File: src/rtl/i2c_rate_pkg.sv
package i2c_rate_pkg;

    localparam int M_W      = 4;
    localparam int N_W      = 3;
    localparam int BAUD_W   = M_W + N_W;
    localparam int SLOTS    = 10;
    localparam int HALF     = SLOTS / 2;
    localparam int SLOT_W   = $clog2(SLOTS);
    localparam int POW_W    = (1 << N_W) + 1;
    localparam logic [BAUD_W-1:0] BAUD_RST = 7'h44;

    // M in the upper field, N in the lower field
    typedef struct packed {
        logic [M_W-1:0] m;
        logic [N_W-1:0] n;
    } baud_t;

    typedef enum logic {
        PH_LOW  = 1'b0,
        PH_HIGH = 1'b1
    } scl_phase_e;

    // Last count of the binary stage: 2^(n+extra) - 1
    function automatic logic [POW_W-1:0] pow_limit(input logic [N_W-1:0] n, input int extra);
        logic [POW_W-1:0] one;
        one = POW_W'(1);
        return (one << (int'(n) + extra)) - POW_W'(1);
    endfunction

endpackage

File: src/rtl/rate_baud_hold.sv
module rate_baud_hold
    import i2c_rate_pkg::*;
(
    input  logic              clk,
    input  logic              rst,
    input  logic              enable,
    input  logic              boundary,
    input  logic [BAUD_W-1:0] baud_in,
    output baud_t             baud_q
);

    always_ff @(posedge clk) begin
        if (rst) begin
            baud_q <= baud_t'(BAUD_RST);
        end else if (!enable || boundary) begin
            baud_q <= baud_t'(baud_in);
        end
    end

    AST_BAUD_HOLD: assert property (@(posedge clk) disable iff (rst)
        ($past(enable) && !$past(boundary) && !$past(rst)) |-> $stable(baud_q));

endmodule

File: src/rtl/rate_lin_stage.sv
module rate_lin_stage
    import i2c_rate_pkg::*;
(
    input  logic           clk,
    input  logic           rst,
    input  logic           enable,
    input  logic [M_W-1:0] m,
    output logic           lin_tick
);

    logic [M_W-1:0] cnt;

    assign lin_tick = enable && (cnt == m);

    always_ff @(posedge clk) begin
        if (rst || !enable) begin
            cnt <= '0;
        end else if (lin_tick) begin
            cnt <= '0;
        end else begin
            cnt <= cnt + M_W'(1);
        end
    end

    AST_LIN_WRAP: assert property (@(posedge clk) disable iff (rst)
        lin_tick |=> (cnt == '0));

endmodule

File: src/rtl/rate_pow_stage.sv
module rate_pow_stage
    import i2c_rate_pkg::*;
#(
    parameter int POW_EXTRA = 1
) (
    input  logic           clk,
    input  logic           rst,
    input  logic           enable,
    input  logic [N_W-1:0] n,
    input  logic           lin_tick,
    output logic           sample_tick
);

    logic [POW_W-1:0] cnt;
    logic [POW_W-1:0] last;

    assign last        = pow_limit(n, POW_EXTRA);
    assign sample_tick = lin_tick && (cnt == last);

    always_ff @(posedge clk) begin
        if (rst || !enable) begin
            cnt <= '0;
        end else if (lin_tick) begin
            cnt <= sample_tick ? '0 : cnt + POW_W'(1);
        end
    end

    AST_POW_ADVANCE: assert property (@(posedge clk) disable iff (rst)
        (enable && !lin_tick) |=> $stable(cnt));

endmodule

File: src/rtl/rate_slot_ctr.sv
module rate_slot_ctr
    import i2c_rate_pkg::*;
(
    input  logic       clk,
    input  logic       rst,
    input  logic       enable,
    input  logic       sample_tick,
    output logic       boundary,
    output scl_phase_e phase
);

    logic [SLOT_W-1:0] slot;

    assign boundary = sample_tick && (slot == SLOT_W'(SLOTS - 1));
    assign phase    = (slot >= SLOT_W'(HALF)) ? PH_HIGH : PH_LOW;

    always_ff @(posedge clk) begin
        if (rst || !enable) begin
            slot <= '0;
        end else if (sample_tick) begin
            slot <= boundary ? '0 : slot + SLOT_W'(1);
        end
    end

    AST_SLOT_WRAP: assert property (@(posedge clk) disable iff (rst)
        boundary |=> (slot == '0));
    AST_RESTART: assert property (@(posedge clk) disable iff (rst)
        $rose(enable) |-> (slot == '0));

endmodule

File: src/rtl/i2c_rate_gen.sv
module i2c_rate_gen
    import i2c_rate_pkg::*;
#(
    parameter int POW_EXTRA = 1
) (
    input  logic              clk,
    input  logic              rst,
    input  logic              enable,
    input  logic [BAUD_W-1:0] baud_i,
    output logic              sample_tick,
    output logic              scl_high,
    output logic              period_end
);

    baud_t      baud_q;
    logic       lin_tick;
    logic       boundary;
    scl_phase_e phase;

    rate_baud_hold u_hold (
        .clk      (clk),
        .rst      (rst),
        .enable   (enable),
        .boundary (boundary),
        .baud_in  (baud_i),
        .baud_q   (baud_q)
    );

    rate_lin_stage u_lin (
        .clk      (clk),
        .rst      (rst),
        .enable   (enable),
        .m        (baud_q.m),
        .lin_tick (lin_tick)
    );

    rate_pow_stage #(.POW_EXTRA(POW_EXTRA)) u_pow (
        .clk         (clk),
        .rst         (rst),
        .enable      (enable),
        .n           (baud_q.n),
        .lin_tick    (lin_tick),
        .sample_tick (sample_tick)
    );

    rate_slot_ctr u_slot (
        .clk         (clk),
        .rst         (rst),
        .enable      (enable),
        .sample_tick (sample_tick),
        .boundary    (boundary),
        .phase       (phase)
    );

    assign period_end = boundary;
    assign scl_high   = !enable || (phase == PH_HIGH);

    AST_QUIET_OFF: assert property (@(posedge clk) disable iff (rst)
        !enable |-> (!sample_tick && !period_end && scl_high));

endmodule

File: config.mk
export PLATFORM = sky130hd
export DESIGN_NAME = i2c_rate_gen
export DESIGN_NICKNAME = d
export VERILOG_FILES = /design/src/rtl/i2c_rate_pkg.sv /design/src/rtl/rate_baud_hold.sv /design/src/rtl/rate_lin_stage.sv /design/src/rtl/rate_pow_stage.sv /design/src/rtl/rate_slot_ctr.sv /design/src/rtl/i2c_rate_gen.sv
export SDC_FILE = /design/constraint.sdc
export NUM_CORES = 1
export LEC_CHECK = 0
export BUFFER_PORTS_ARGS = -buffer_cell sky130_fd_sc_hd__buf_2
export CAP_MARGIN = 20
export CORE_MARGIN = 1.5
export CORE_UTILIZATION = 63
export DETAILED_ROUTE_END_ITERATION = 8
export PLACE_DENSITY = 0.9
export SLEW_MARGIN = 25
export SYNTH_ARGS = -nofsm -noshare
export SYNTH_HDL_FRONTEND = slang
export SYNTH_SLANG_ARGS = --single-unit
File: constraint.sdc
create_clock -name clk -period 4.6 [get_ports clk]
set_clock_uncertainty 0.1 [all_clocks]
set_input_delay 0.23 -clock clk [delete_from_list [all_inputs] [get_ports clk]]
set_output_delay 0.23 -clock clk [all_outputs]
set_load 0.05 [all_outputs]
==> results of run 1 <==
-- kinds of logic (layout without fill, tap and decap cells) --
kind of cell             after synthesis  in the layout  synth area share
flip-flops                            24             24             0.324
AO/OA/AOI/OAI                         26             26             0.121
other                                  1              1           0.00253
XOR/XNOR                              18             18             0.106
AND/OR/NAND/NOR                       80             80             0.289
adder cells (fa/ha/maj)                6              6            0.0506
multiplexers                           9              9            0.0616
buffers and inverters                 15             24            0.0447
-- worst max-delay path, delay by kind of cell (launching register included) --
family / cells / cell delay, ns
adders and majority gates: 1 / 0.28
AOI/OAI and AO/OA: 1 / 0.19
and+or+nand+nor: 6 / 1.34
buffers and inverters: 1 / 0.26
DFF: 1 / 0.47
-- per-stage QoR --
step | hold slack [ns] | setup WS, ns
3_5_place_dp | 0.369 | 1.46
4_1_cts | 0.0298 | 1.40
5_1_grt | 0.0235 | 1.16
2_1_floorplan | 0.282 | 1.64
6_report | 0.0299 | 1.40
3_3_place_gp | 0.366 | 1.59
-- cell usage in the layout (no fill, tap or decap), types with 3 or more instances in the layout --
cell type  netlist  final
a31oi_1          3      3
nor3_1          11     11
buf_2            2     12
nor4_1           3      3
nor2_1          15     15
nand4_1          3      3
xor2_1           8      8
clkbuf_4         0      3
nand3_1          8      8
inv_1            8      8
xnor2_1         10     10
mux2i_1          8      8
nand2b_1        15     15
a21oi_1          6      6
ha_1             6      6
o21ai_0          4      4
nand2_1         11     11
dfxtp_1         24     24
-- final timing paths --
| kind | startpoint | endpoint | slack, ns |
|---|---|---|---|
| worst min register to register | u_lin.cnt[0] | u_lin.cnt[0] | 0.40 |
| worst min-delay path | baud_i[5] | u_hold.baud_q[5] | 0.03 |
| worst max-delay path | u_hold.baud_q[1] | period_end | 1.40 |
| worst max register to register | u_hold.baud_q[1] | u_hold.baud_q[2] | 1.41 |
-- per-layer routing --
layer,global-route usage,share of wire,vias up
met5,0,0,-
met4,0.140,0.022,0
met3,0.0575,0.046,7
met2,0.476,0.51,50
met1,0.320,0.42,603
li1,-,-,648
-- flip-flops by register name (all words and copies together), names as in the netlist --
signal	flops
u_lin.cnt	4
u_hold.baud_q	7
u_slot.slot	4
u_pow.cnt	9
-- cell type report --
| class | instances | area, µm² |
|---|---|---|
| Sequential cell | 24 | 480 |
| Inverter | 8 | 30.0 |
| Timing Repair Buffer | 12 | 60.1 |
| Clock buffer | 3 | 22.5 |
| Tap cell | 28 | 35.0 |
| Multi-Input combinational cell | 140 | 937 |
| Fill cell | 163 | 617 |
| Clock inverter | 1 | 30.0 |
-- where the power goes --
part	switching, µW	internal (µW)	total (µW)
clock network	71.9	88.4	160
logic	25.6	21.1	46.6
registers	8.22	213	221
==> results.ini, run 1 <==
[synthesis]
ys_top_cells_by_count=24 x dfxtp_1, 15 x nand2b_1, 15 x nor2_1, 11 x nand2_1, 11 x nor3_1
synth.avg_cell_area_um2=8.29
syn_area_mm2=0.00148
synth-edff-count=0
synth_seq_cells=24
yosysTopAreaCellShare=0.324
netlist_instances=179
synth_area_leaders=dfxtp_1 32%, nand2b_1 6.3%, xnor2_1 5.9%
synth_seq_area_share=0.324
synth_cell_types=42
yosysWarnings=0
synthesis.nets=195
synth_ff_type=dfxtp_1
synth_top_area_cell=dfxtp_1
synth.most_common_cell=dfxtp_1
synth-async-reset-ratio=0

[floorplanning]
start_util=0.671
core_region_area_mm2=0.00221
dieHeight_um=51.5
io_pins=13
dieArea_mm2=0.00266
die_x_um=51.5
rows=17

[clock_tree]
numCtsBuffers=3
cts.path.max_buffers=2
cts.clk_slew.worst_paths_ns=0.13
cts_root_buf=clkbuf_4
ctsHoldBuffers=0
cts_tree=yes
clkSinkCount=24
cts-resized-gates=0
post_cts_buffers=0
clkLatencyLatePin_ns=0.34
cts_max_level=1

[timing]
slew_viol_final=0
rsz0062_at_grt=false
fin_crit_sh=0.697
hold_viol=0
fmax_mhz=312
period_needed_ns=3.20
setup_violations=0
tightest_slew_ns=0.706
max_slew_margin=0.525
fin_tns_setup_ns=0

[global_route]
grt_pass1_vias=1237
gr-total-overflow=0
grt_pass1_wl_um=5350
track_usage=0.276
grt_max_degree=16
antenna_found_initial=0

[min_path]
min_path_cells=3
min_path_type=in -> reg

[final_layout]
nets=205
n_antenna_cell=0
drive_gt1_frac=0.112
utilization=0.721
layout.cells.non_filler=216
syn_to_final_growth_pct=7.50
fin_area_mm2=0.00160

[pwr]
p_leak_uw=0.000600
ir_drop_uv=287
p_per_area_mw_per_mm2=268
power.total_uw=428

[place]
io_buffer_count=12
routabilityCongestion=0.911
placed_cell_area_mm2=0.00154
dp_hpwl_um=2350
dp.cells=212

[detailed_routing]
drc=0
vias=1308
drtIter0Drc=51
viasPerCell=6.06
dr.pass1.iters=4
antenna_left=0
routed_wirelength_um=3260
post_drt_wl_per_cell_um=15.1

[worst_setup_path]
path_class=reg -> out
crit_slowest_cell=dfxtp_1
max_stage_delay_ns=0.47
r2r_cells=8
crit_chain=or3_1 -> ha_1 -> nand2b_1 -> nor4b_1 -> o21ai_0 -> nand3_1 -> and3_1 -> and2_1 -> buf_2
worstSetupStartpointType=flop
worstPathArrival_ns=2.87
crit_fanout=15
worstPathRequired_ns=4.27
cp-end-kind=output port

[outcome]
status=finished clean

[flow_run]
drv_cap=0

Note: power is estimated with default switching activity, not from simulation.
==> inputs of run 2 (changes only) <==
--- a/config.mk
+++ b/config.mk
@@ -8,9 +8,9 @@
 export BUFFER_PORTS_ARGS = -buffer_cell sky130_fd_sc_hd__buf_2
 export CAP_MARGIN = 20
 export CORE_MARGIN = 1.5
-export CORE_UTILIZATION = 63
+export CORE_UTILIZATION = 53
 export DETAILED_ROUTE_END_ITERATION = 8
-export PLACE_DENSITY = 0.9
+export PLACE_DENSITY = 0.81
 export SLEW_MARGIN = 25
 export SYNTH_ARGS = -nofsm -noshare
 export SYNTH_HDL_FRONTEND = slang
==> constraint.sdc (replaced) <==
create_clock -name clk -period 2.8 [get_ports clk]
set_clock_uncertainty 0.1 [all_clocks]
set_input_delay 0.14 -clock clk [delete_from_list [all_inputs] [get_ports clk]]
set_output_delay 0.14 -clock clk [all_outputs]
set_load 0.05 [all_outputs]
==> run 2 against run 1 <==
- wire length increased by 1.3%
- worst hold slack improved by 0.050 ns
- critical path depth decreased by 1
- total power increased by 68%
- count of clock-buffer cells in the layout unchanged
- non-clock buffer count increased by 13
- cell count increased by 7.4%
- register-to-register slack got worse by 1.3 ns
- critical path type is now reg -> reg
==> results.ini, run 2 (synthesis gave the netlist of run 1 again) <==
[global_route]
grt_pass1_vias=1310  ; +5.9%
gr-total-overflow=0  ; unchanged
track_usage=0.228  ; -0.0475
global_route.usage.met2=0.420  ; -0.0564
grtUsageMet3=0.0349  ; -0.0226
antenna_found_initial=0  ; unchanged
grt_max_degree=16  ; unchanged
grt_pass1_wl_um=5680  ; +6.1%
grt.busiest_layer=met2
met1_usage=0.275  ; -0.0446

[floorplanning]
dieArea_mm2=0.00313  ; +18%
dieHeight_um=55.9  ; +8.5%
io_pins=13  ; unchanged
rows=19  ; +2
core_region_area_mm2=0.00271  ; +23%
start_util=0.548  ; -0.123
die_x_um=55.9  ; +8.5%

[timing]
slew_viol_final=0  ; unchanged
fin_crit_sh=0.974
hold_viol=0  ; unchanged
setup_violations=0  ; unchanged
fin_ws_ns=0.0728  ; -1.32 ns
tightest_slew_ns=0.626  ; -0.0804 ns
fmax_mhz=367
fin_tns_setup_ns=0  ; unchanged
max_slew_margin=0.581  ; +0.0566
period_needed_ns=2.73
rsz0062_at_grt=true

[final_layout]
layout.cells.non_filler=232  ; +7.4%
drive_gt1_frac=0.184  ; +0.0724
utilization=0.668  ; -0.0536
final_common_cell=dfxtp_1
fill_cells=213  ; +31%
top_register=u_pow.cnt
nets=218  ; +6.3%
n_antenna_cell=0  ; unchanged
syn_to_final_growth_pct=21.9
reg.largest.list=u_pow.cnt: 9 flops, u_hold.baud_q: 7 flops
largest_reg_flops=9  ; unchanged
final_cell_mix=23 x dfxtp_1, 15 x nor2_1, 14 x nand2b_1

[pwr]
p_leak_uw=0.000683  ; +14%
power.total_uw=718  ; +68%
ir_drop_uv=476  ; +66%
p_per_area_mw_per_mm2=397  ; +48%

[detailed_routing]
vias=1349  ; +3.1%
dr.pass1.iters=4  ; unchanged
antenna_left=0  ; unchanged
post_drt_wl_per_cell_um=14.3  ; -5.6%
drc=0  ; unchanged
routed_wirelength_um=3310  ; +1.3%
viasPerCell=5.81  ; -4.0%
drtIter0Drc=53  ; +3.9%

[worst_setup_path]
rrSetupSlack_ns=0.07  ; -1.34 ns
worstPathArrival_ns=2.89  ; +0.02 ns
cp-end-kind=flop
worstPathRequired_ns=2.96  ; -1.31 ns
crit_fanout=8  ; -7
worstSetupStartpointType=flop
path_class=reg -> reg

[flow_run]
drv_cap=0  ; unchanged

[min_path]
min_path_type=in -> reg

[clock_tree]
cts_root_buf=clkbuf_4
cts_tree=yes
clkLatencyLatePin_ns=0.32  ; -0.02 ns
clkSinkCount=24  ; unchanged
cts.clk_slew.worst_paths_ns=0.14  ; about the same
post_cts_buffers=0  ; unchanged
cts.path.max_buffers=2  ; unchanged
cts_max_level=1  ; unchanged
numCtsBuffers=3  ; unchanged

[place]
dp_hpwl_um=2340  ; -0.70%
dp.cells=221  ; +4.2%
io_buffer_count=12  ; unchanged
routabilityCongestion=0.942  ; +3.4%
dpl_worst_slack_ns=-0.0666  ; -1.53 ns

[outcome]
status=finished clean

-- run 2: cell count changes in the layout (fill, tap and decap cells not counted), sizes merged --
| cell | previous run | this run |
|---|---|---|
| buf | 12 | 18 |
| dlygate4sd3 | 0 | 7 |
-- run 2: what timing repair did --
item                                   in CTS  in global routing
endpoints found under the hold margin       7                  0
setup endpoints to repair                  10                 17
hold buffers                                7                  0
gates cloned                                0                  0
resized for setup                           4                 14
pin swaps                                   0                  9
-- run 2: layout make-up --
type                    count  area, µm²  area share
inverters                   8       30.0      0.0166
flip-flops and latches     24        482       0.266
clock buffers               3       22.5      0.0124
well taps                  31       38.8      0.0214
repair buffers             25        185       0.102
clock inverters             1       30.0      0.0166
multi-input cells         140       1020       0.564
-- run 2: critical path, cell delays in order (launching register included) --
cell	delay (ns)
dfxtp_2	0.35
or3_4	0.41
ha_4	0.22
xor2_4	0.16
mux2i_1	0.14
o22a_1	0.21
or4_4	0.54
or4_1	0.41
a21oi_1	0.12
-- run 2: worst paths after layout --
path	endpoint	startpoint	depth (start not counted)
worst max-delay path	u_slot.slot[0]	u_hold.baud_q[0]	8
worst min-delay path	u_hold.baud_q[6]	rst	3
worst max register to register	u_slot.slot[0]	u_hold.baud_q[0]	8
worst min register to register	u_lin.cnt[0]	u_lin.cnt[0]	1
-- run 2: power by group --
group	leakage, µW	total [µW]	internal, µW	switching (µW)
Combinational	0.000460	109	50.5	58.5
Clock	0.0000279	253	145	108
Sequential	0.000195	356	350	6.39
Total	0.000683	718	545	173
-- run 2: per-stage QoR --
step	cell area (µm²)	hold slack (ns)
floorplan	1490	0.192
global placement	1590	0.290
detailed placement	1590	0.298
CTS	1740	0.0803
global route	1810	0.121
finish	1810	0.0796
-- run 2: metal layers --
metal | routed length [µm] | share of wire | vias up
met5 | 0 | 0 | -
met4 | 33 | 0.010 | 0
met3 | 165 | 0.050 | 5
met2 | 1740 | 0.53 | 47
met1 | 1370 | 0.41 | 624
li1 | - | - | 673
